`src/rtl/ofl_pkg.sv`:
```
`timescale 1ns/1ps
package ofl_pkg;

    // Controller states of the serial offset loader.
    typedef enum logic [1:0] {
        OFL_IDLE    = 2'd0,
        OFL_RECV    = 2'd1,
        OFL_PUBLISH = 2'd2
    } ofl_state_e;

    // Default word-length granularity and width of the length select.
    localparam int unsigned OFL_UNIT_W_DEF = 8;
    localparam int unsigned OFL_SEL_W_DEF  = 2;

endpackage

```
`src/rtl/ofl_ctrl.sv`:
```
`timescale 1ns/1ps
module ofl_ctrl
    import ofl_pkg::*;
#(
    parameter int unsigned UNIT_W = OFL_UNIT_W_DEF,
    parameter int unsigned SEL_W  = OFL_SEL_W_DEF
) (
    input  logic             clk,
    input  logic             rst_n,
    input  logic             sync_i,
    input  logic [SEL_W-1:0] len_sel_i,
    output logic             clr_o,
    output logic             cap_o,
    output logic             pub_o,
    output logic [SEL_W-1:0] len_o
);

    localparam int unsigned OFS_W = UNIT_W * (2 ** SEL_W);
    localparam int unsigned CNT_W = $clog2(OFS_W);

    ofl_state_e       state_q, state_d;
    logic [CNT_W-1:0] cnt_q, cnt_d;
    logic [SEL_W-1:0] len_q, len_d;
    logic [CNT_W-1:0] last_idx;

    // Index of the final bit for the latched length.
    assign last_idx = CNT_W'((int'(len_q) + 1) * int'(UNIT_W) - 1);
    assign len_o    = len_q;

    // State register.
    always_ff @(posedge clk or negedge rst_n) begin
        if (!rst_n) begin
            state_q <= OFL_IDLE;
            cnt_q   <= '0;
            len_q   <= '0;
        end else begin
            state_q <= state_d;
            cnt_q   <= cnt_d;
            len_q   <= len_d;
        end
    end

    // Next state and control outputs.
    always_comb begin
        state_d = state_q;
        cnt_d   = cnt_q;
        len_d   = len_q;
        clr_o   = 1'b0;
        cap_o   = 1'b0;
        pub_o   = 1'b0;
        unique case (state_q)
            OFL_IDLE: begin
                if (sync_i) begin
                    state_d = OFL_RECV;
                    cnt_d   = '0;
                    len_d   = len_sel_i;
                    clr_o   = 1'b1;
                end
            end
            OFL_RECV: begin
                if (sync_i) begin
                    state_d = OFL_RECV;
                    cnt_d   = '0;
                    len_d   = len_sel_i;
                    clr_o   = 1'b1;
                end else begin
                    cap_o = 1'b1;
                    if (cnt_q == last_idx) begin
                        state_d = OFL_PUBLISH;
                        cnt_d   = '0;
                    end else begin
                        cnt_d = cnt_q + 1'b1;
                    end
                end
            end
            OFL_PUBLISH: begin
                pub_o = 1'b1;
                if (sync_i) begin
                    state_d = OFL_RECV;
                    cnt_d   = '0;
                    len_d   = len_sel_i;
                    clr_o   = 1'b1;
                end else begin
                    state_d = OFL_IDLE;
                end
            end
            default: begin
                state_d = OFL_IDLE;
                cnt_d   = '0;
            end
        endcase
    end

    AST_SYNC_RESTARTS: assert property (@(posedge clk) disable iff (!rst_n)
        sync_i |=> (state_q == OFL_RECV && cnt_q == '0));

    AST_IDLE_IGNORES_DATA: assert property (@(posedge clk) disable iff (!rst_n)
        (state_q == OFL_IDLE && !sync_i) |=> (state_q == OFL_IDLE));

    AST_PUBLISH_AFTER_RECV: assert property (@(posedge clk) disable iff (!rst_n)
        (state_q == OFL_PUBLISH) |-> ($past(state_q) == OFL_RECV));

    AST_CNT_IN_RANGE: assert property (@(posedge clk) disable iff (!rst_n)
        (state_q == OFL_RECV) |-> (cnt_q <= last_idx));

endmodule

```
`src/rtl/ofl_shift.sv`:
```
`timescale 1ns/1ps
module ofl_shift #(
    parameter int unsigned UNIT_W = 8,
    parameter int unsigned SEL_W  = 2,
    parameter int unsigned OFS_W  = UNIT_W * (2 ** SEL_W)
) (
    input  logic             clk,
    input  logic             rst_n,
    input  logic             clr_i,
    input  logic             cap_i,
    input  logic             bit_i,
    input  logic [SEL_W-1:0] len_i,
    output logic [OFS_W-1:0] aligned_o
);

    localparam int unsigned SH_W = $clog2(OFS_W);

    logic [OFS_W-1:0] sh_q;
    logic [SH_W-1:0]  shamt;

    // Bits enter at the bottom; older bits move toward the top.
    always_ff @(posedge clk or negedge rst_n) begin
        if (!rst_n) begin
            sh_q <= '0;
        end else if (clr_i) begin
            sh_q <= '0;
        end else if (cap_i) begin
            sh_q <= {sh_q[OFS_W-2:0], bit_i};
        end
    end

    // Move the received bits to the top; zeros fill the rest.
    assign shamt     = SH_W'(int'(OFS_W) - (int'(len_i) + 1) * int'(UNIT_W));
    assign aligned_o = sh_q << shamt;

    AST_CLEAR_ON_START: assert property (@(posedge clk) disable iff (!rst_n)
        clr_i |=> (sh_q == '0));

endmodule

```
`src/rtl/ofl_out.sv`:
```
`timescale 1ns/1ps
module ofl_out #(
    parameter int unsigned OFS_W = 32
) (
    input  logic             clk,
    input  logic             rst_n,
    input  logic             pub_i,
    input  logic [OFS_W-1:0] word_i,
    output logic [OFS_W-1:0] ofs_word_o,
    output logic             ofs_load_o
);

    always_ff @(posedge clk or negedge rst_n) begin
        if (!rst_n) begin
            ofs_word_o <= '0;
            ofs_load_o <= 1'b0;
        end else begin
            ofs_load_o <= pub_i;
            if (pub_i) begin
                ofs_word_o <= word_i;
            end
        end
    end

    AST_LOAD_SINGLE: assert property (@(posedge clk) disable iff (!rst_n)
        ofs_load_o |=> !ofs_load_o);

    AST_WORD_HELD: assert property (@(posedge clk) disable iff (!rst_n)
        !ofs_load_o |-> $stable(ofs_word_o));

endmodule

```
`src/rtl/offset_word_loader.sv`:
```
`timescale 1ns/1ps
module offset_word_loader
    import ofl_pkg::*;
#(
    parameter int unsigned UNIT_W = OFL_UNIT_W_DEF,
    parameter int unsigned SEL_W  = OFL_SEL_W_DEF,
    localparam int unsigned OFS_W = UNIT_W * (2 ** SEL_W)
) (
    input  logic             clk,
    input  logic             rst_n,
    input  logic [SEL_W-1:0] len_sel,
    input  logic             ser_data,
    input  logic             ser_sync,
    output logic [OFS_W-1:0] ofs_word,
    output logic             ofs_load
);

    logic             clr;
    logic             cap;
    logic             pub;
    logic [SEL_W-1:0] len_q;
    logic [OFS_W-1:0] aligned;

    ofl_ctrl #(
        .UNIT_W (UNIT_W),
        .SEL_W  (SEL_W)
    ) ctrl_i (
        .clk       (clk),
        .rst_n     (rst_n),
        .sync_i    (ser_sync),
        .len_sel_i (len_sel),
        .clr_o     (clr),
        .cap_o     (cap),
        .pub_o     (pub),
        .len_o     (len_q)
    );

    ofl_shift #(
        .UNIT_W (UNIT_W),
        .SEL_W  (SEL_W),
        .OFS_W  (OFS_W)
    ) shift_i (
        .clk       (clk),
        .rst_n     (rst_n),
        .clr_i     (clr),
        .cap_i     (cap),
        .bit_i     (ser_data),
        .len_i     (len_q),
        .aligned_o (aligned)
    );

    ofl_out #(
        .OFS_W (OFS_W)
    ) out_i (
        .clk        (clk),
        .rst_n      (rst_n),
        .pub_i      (pub),
        .word_i     (aligned),
        .ofs_word_o (ofs_word),
        .ofs_load_o (ofs_load)
    );

    AST_RESET_QUIET: assert property (@(posedge clk)
        !rst_n |-> (!ofs_load && ofs_word == '0));

endmodule

```
`config.mk`:
```
export PLATFORM = sky130hd
export DESIGN_NAME = offset_word_loader
export DESIGN_NICKNAME = d
export VERILOG_FILES = /design/src/rtl/ofl_pkg.sv /design/src/rtl/ofl_ctrl.sv /design/src/rtl/ofl_shift.sv /design/src/rtl/ofl_out.sv /design/src/rtl/offset_word_loader.sv
export SDC_FILE = /design/constraint.sdc
export NUM_CORES = 1
export LEC_CHECK = 0
export BUFFER_PORTS_ARGS = -buffer_cell sky130_fd_sc_hd__buf_2
export CAP_MARGIN = 20
export CELL_PAD_IN_SITES_DETAIL_PLACEMENT = 0
export CELL_PAD_IN_SITES_GLOBAL_PLACEMENT = 1
export CORE_ASPECT_RATIO = 0.9
export CORE_MARGIN = 2
export CORE_UTILIZATION = 30
export DETAILED_ROUTE_END_ITERATION = 12
export PLACE_DENSITY_LB_ADDON = 0.1
export SYNTH_ARGS = -nofsm -noshare
export SYNTH_HDL_FRONTEND = slang
export SYNTH_HIERARCHICAL = 1
export SYNTH_SLANG_ARGS = --single-unit
```
`constraint.sdc`:
```
create_clock -name clk -period 3.1 [get_ports clk]
set_clock_uncertainty 0.1 [all_clocks]
set_input_delay 0.31 -clock clk [delete_from_list [all_inputs] [get_ports clk]]
set_output_delay 0.31 -clock clk [all_outputs]
set_load 0.1 [all_outputs]
```
# Yosys cells after proc, flatten, opt, wreduce, memory -nomap -nowiden
# Cells that the tools add are included.
[totals]
wordCells = 39
inputBits = 6
regBits = 74
[op_classes]
n_reduce_logical = 6
add_sub_neg = 4
n_eq_ne = 6
mux = 16
shift = 1
[op_table]
columns = ["op", "n"]
rows = [
  ["$mux 32", 2],
  ["$shl 32x5->32", 1],
  ["$mux 5", 3],
  ["$pmux 5 s2", 1],
  ["$mux 1", 6],
  ["$mux 2", 3],
  ["$pmux 2 s3", 1],
  ["$add 5x1->5 const B", 1],
  ["$eq 5x5->1", 1],
  ["$sub 1x5->5 const A", 1],
  ["$sub 5x2->5 const B", 1],
  ["$reduce_and 2->1", 2],
  ["$ne 3x2->1 const B", 1],
  ["$reduce_or 3->1", 1],
  ["$add 2x1->2 const B", 1],
  ["$eq 2x1->1 const B", 1],
  ["$eq 2x2->1 const B", 1],
  ["$logic_not 2->1", 1],
  ["$ne 2x1->1 const B", 1],
  ["$ne 2x2->1 const B", 1],
  ["$reduce_bool 2->1", 1],
  ["$reduce_or 2->1", 1],
]

# Logic depth before layout (Yosys ltp)
[logic_depth]
ltp_word = 6
depth_mapped = 6
ltp_nobuf = 5

# Cells and area by module
# Netlist, hierarchy kept.
[modules_own_cells]
columns = ["mod", "cells_per_inst", "seq_area_each_um2", "instances", "area_each_um2"]
rows = [
  ["ofl_shift", 175, 800.8, 1, 1908.1],
  ["ofl_out", 69, 825.8, 1, 1370.1],
  ["ofl_ctrl", 44, 225.2, 1, 461.7],
]

# Worst setup path before layout
# OpenSTA, ideal clock, no wires.
[synth_path]
kind = "flip-flop to flip-flop"
start = "reg ctrl_i.state_q[0]"
end = "reg shift_i.sh_q[0]"
arrival_ps = 1268
path_stages_with_launch = 7
setup_slack_ps = 1600
setup_time_ps = 132
path_cell_list = "dfrtp_1 inv_1 nor3_4 buf_4 buf_6 mux2i_1 nor2_1"
[synth_via]
elab_cells_between_ends = 8
classes_between = "eq/ne (2); mux (3); reduce/logical (3)"
[synth_lines]
columns = ["element", "line", "source"]
rows = [
  ["from (decl)", "ofl_ctrl.sv:21", "ofl_state_e state_q, state_d;"],
  ["from (signal assigned)", "ofl_ctrl.sv:37", "state_q <= state_d;"],
  ["$eq 2x1->1", "ofl_ctrl.sv:51", "unique case (state_q)"],
  ["$mux 1", "ofl_ctrl.sv:51", ""],
  ["net cap", "offset_word_loader.sv:19", "logic cap;"],
  ["$reduce_bool 2->1 (no line)", "--", ""],
  ["to (signal assigned)", "ofl_shift.sv:28", "sh_q <= {sh_q[OFS_W-2:0], bit_i};"],
  ["to (decl)", "ofl_shift.sv:18", "logic [OFS_W-1:0] sh_q;"],
]
# The timed path passes the listed nets, and every way through them passes these cells.
# A chain may end at the register's enable or synchronous reset.

# Worst setup path in the final report
[layout_path]
start = "reg ctrl_i.state_q[0]"
end = "reg ctrl_i.cnt_q[3]"
[layout_via]
elab_chain_len = 3
elab_cells_between_ends = 6
classes_between = "eq/ne (3); mux (1); reduce/logical (2)"
[layout_rtl]
columns = ["element", "line", "source"]
rows = [
  ["$eq 2x2->1 or $logic_not 2->1 (tied branches)", "ofl_ctrl.sv:51", ""],
  ["$reduce_or 2->1 (no line)", "--", ""],
  ["$pmux 5 s2 or $ne 2x1->1 (tied branches)", "--", ""],
  ["to (signal assigned)", "ofl_ctrl.sv:38", "cnt_q <= cnt_d;"],
  ["to (decl)", "ofl_ctrl.sv:22", "logic [CNT_W-1:0] cnt_q, cnt_d;"],
]
# Parallel ways exist; a longest one is shown, timed or not.

==> impl_results.md <==
* Yosys warnings at 6
* Fill cell count at 1235
* Post-route cell area at 0.004333 sq mm
* Internal power at 1.719 mW
* DRT iter0 DRCs at 110
* Die area at 0.01338 sq mm
* Leakage at 2.165 nW
* Core area at 0.01212 sq mm
* Pwr dens at 512.6 mW/mm^2
* Clock sink count at 74
* Async SR Flop Fraction at 100.0%
* Final setup viols at 0
* Switch Pwr at 502.7 uW
* Worst hold stages at 2
* First-pass DRT Iterations at 4
* Critical path required time at 3.26 ns
* Share of layout cells above drive strength 1 at 29.09%
* Seq/Total Area, Yosys at 49.51%
* Placed insts at 473
* Area share of the largest cell type after synthesis at 49.51%
* Data arrival, critical path at 2.12 ns
* DIE WIDTH at 121.7 um
* Hold violation total from the final report at 0
* Clk root buf: clkbuf_16
* Cell variety after synth at 31
* Num CTS Buffers at 9
* Vias per inst at 4.604
* Max clock buf depth at 2
* Most common cell in the netlist: dfrtp_1
* Reg clk slew, reported paths at 0.06 ns
* Clk Latency, worst-skew pair at 0.34 ns
* Initial antenna violation count at 0
* Flops & latches, synth at 74
* Slew HR at 52.85%
* H-tree levels at 3
* Cell count after synthesis at 288
* Clk network pwr share at 48.6%
* Syn nets at 295
* Setup TNS Final at 0 ns
* Status: finished, final reports clean
* Initial core utilization at 30.85%
* First-pass GRT wire length at 13650 um
* Synth cell count leaders: dfrtp_1 (74), mux2i_1 (72), nor2_1 (34), mux2_4 (30), nand2_1 (12)
* Total global-route track usage at 13.70%
* Worst R2R Start: ctrl_i/state_q[0]
* Top Family by Delay on Critical Path: buffers and inverters
* DRT antenna net count at 0
* Slowest CP cell: buf_4
* Largest stage delay, worst path at 0.50 ns
* Reg-to-reg setup timing slack at 1.14 ns
* Crit path buffers/inverters at 2
* RSZ-0062 raised after global routing: no
* Top FF cell, synth: dfrtp_1
* WHS at 0.1065 ns
* Top area cells in the synthesized netlist: dfrtp_1 (50%), mux2i_1 (19%), mux2_4 (12%), nor2_1 (3.4%), buf_12 (2.1%)
* Non-Filler Instances at 490
* # nets final at 333
* Startpoint Class: register
* Worst Hold End: ctrl_i/len_o[0]
* Final core occ at 35.74%
* ANT cells at 0
* Vias in the first global route at 2471
* GRT overflow at 0
* Area Growth Syn to Fin at 15.86%
* Worst-Margin Slew at 0.7058 ns
* Min-delay src: len_sel[0]
* Drt wl/cell at 16.41 um
* Hold Path Class: input pin to register
* CP Class: register to register
* Post-DP HPWL at 5016 um
* Pin count of the biggest net entering global routing at 75
* Dominant cell type by area after synthesis: dfrtp_1
* Input/output buffers at 38
* Vias at 2256
* Die Span Y at 109.9 um
* DRC violations left at 0
* Total Wirelength at 8040 um
* Sequential power share at 44.4%
* CP Cell Sequence: inv_1 > nor3_4 > buf_4 > o21ai_0 > o21ai_1
* Post-CTS Setup Bufs at 0
* # IOs at 39
* Worst vdd ir at 202.7 uV
* Placed cell areas at 0.003990 sq mm
* Minimum clock period at 1.959 ns
* Critical Path Fanout Max at 36
* Rows at 38
* Fin crit share at 63.18%
* TritonCTS clock tree: built
* Syn Area/Cell at 12.99 sq um
* Slew Limit Fails at 0
* Global placer's final weighted congestion at 0.6891
* Worst Setup End Kind: register
* Reg2Reg Depth at 5
* Reg-to-reg endpoint: ctrl_i/cnt_q[3]
* Comb pwr share at 7.0%
* Switching share of total power at 22.63%
* Max-Cap Viols at 0
* Cell Area, Synth at 0.003740 sq mm
* Max Fclk at 510.6 MHz
* Post-synth EDFFs at 0
## sequential cells by signal, summed over array words and instances, names as in the netlist
register,cells
ctrl_i/cnt_q,5
ctrl_i/len_o,2
ctrl_i/state_q,2
out_i/ofs_load_o,1
out_i/ofs_word_o,32
shift_i/sh_q,32
## metrics by stage
stage	setup WS, ns	power [mW]
after CTS	1.091	2.262
after global routing	0.9553	2.319
after detailed placement	1.120	1.159
after global placement	1.152	1.159
final	1.142	2.221
after floorplan	1.600	1.127
## worst max path at each step
stage	start	to	slack, ns	cells past startpoint
after floorplan	ctrl_i/state_q[0]	shift_i/sh_q[0]	1.60	6
after global placement	ctrl_i/len_o[1]	out_i/ofs_word_o[19]	1.15	4
after detailed placement	ctrl_i/state_q[0]	ctrl_i/cnt_q[3]	1.12	5
after CTS	ctrl_i/state_q[0]	ctrl_i/cnt_q[3]	1.09	5
after global routing	ctrl_i/state_q[0]	ctrl_i/cnt_q[3]	0.96	5
final	ctrl_i/state_q[0]	ctrl_i/cnt_q[3]	1.14	5
## power by group through the flow
stage | sequential (mW) | clock (mW) | combinational (mW)
floorplan | 1.00 | 0 | 0.124
global placement | 1.00 | 0 | 0.156
detailed placement | 1.00 | 0 | 0.156
CTS | 0.985 | 1.12 | 0.157
global route | 0.987 | 1.16 | 0.173
finish | 0.985 | 1.08 | 0.156
## worst register-to-register path: cells and delay by family, from the launching register on
kind	cells	cell delay, ns
AOI/OAI and AO/OA	2	0.50
buffers and inverters	2	0.65
DFF	1	0.48
and+or+nand+nor	1	0.17
## final cells by class
cell class | instances | area, sq um | area share [%]
multi-input cells | 193 | 1680 | 38.78
well taps | 160 | 200.2 | 4.620
inverters | 2 | 7.507 | 0.1733
flip-flops and latches | 74 | 1852 | 42.74
clock inverters | 2 | 35.03 | 0.8085
clock buffers | 13 | 270.3 | 6.237
repair buffers | 46 | 287.8 | 6.642
## cells by family after synthesis
kind of cell             count (synthesis)  share of synthesized area (%)
AND/OR/NAND/NOR                         73                          9.468
adder cells (fa/ha/maj)                  1                         0.3345
flip-flops                              74                          49.51
AO/OA/AOI/OAI                           11                          1.940
buffers and inverters                   21                          5.755
XOR/XNOR                                 2                         0.4685
multiplexers                           106                          32.52
## metal layers
| metal | wire (um) | GRT usage, % | share of wire, % | vias up |
|---|---|---|---|---|
| met2 | 3638 | 21.31 | 45 | 30 |
| met4 | 140 | 5.172 | 1.7 | 0 |
| met3 | 259 | 4.201 | 3.2 | 10 |
| li1 | - | - | - | 1077 |
| met1 | 4002 | 17.99 | 50 | 1139 |
| met5 | 0 | 0 | 0 | - |
## layout by cell type, fill, tap and decap left out
cell	count
clkbuf_1	1
clkbuf_16	9
a21boi_2	1
nor3_1	1
o21ai_0	1
a21oi_1	4
nor2b_4	1
nor4_1	1
nor2b_1	8
inv_1	2
buf_2	37
dfrtp_1	74
nor3_4	1
and3_1	8
or2_1	1
buf_12	1
dlygate4sd3_1	1
nand3_1	1
bufinv_16	1
xor2_1	2
ha_1	1
mux2_4	30
nand3b_1	2
a31o_1	1
mux2i_1	72
buf_16	1
clkinv_2	1
nor2_1	34
a32o_1	1
nand2_1	12
buf_4	6
nor4b_1	1
o21ai_1	2
clkbuf_8	3
mux2_2	4
nand2b_1	2
a21o_1	1
## what timing repair did
item / in CTS / in global routing
hold endpoints to repair: 0 / 14
hold buffers: 0 / 1
resized for setup: 0 / 0
No activity file was read; power rests on OpenSTA's default activity.
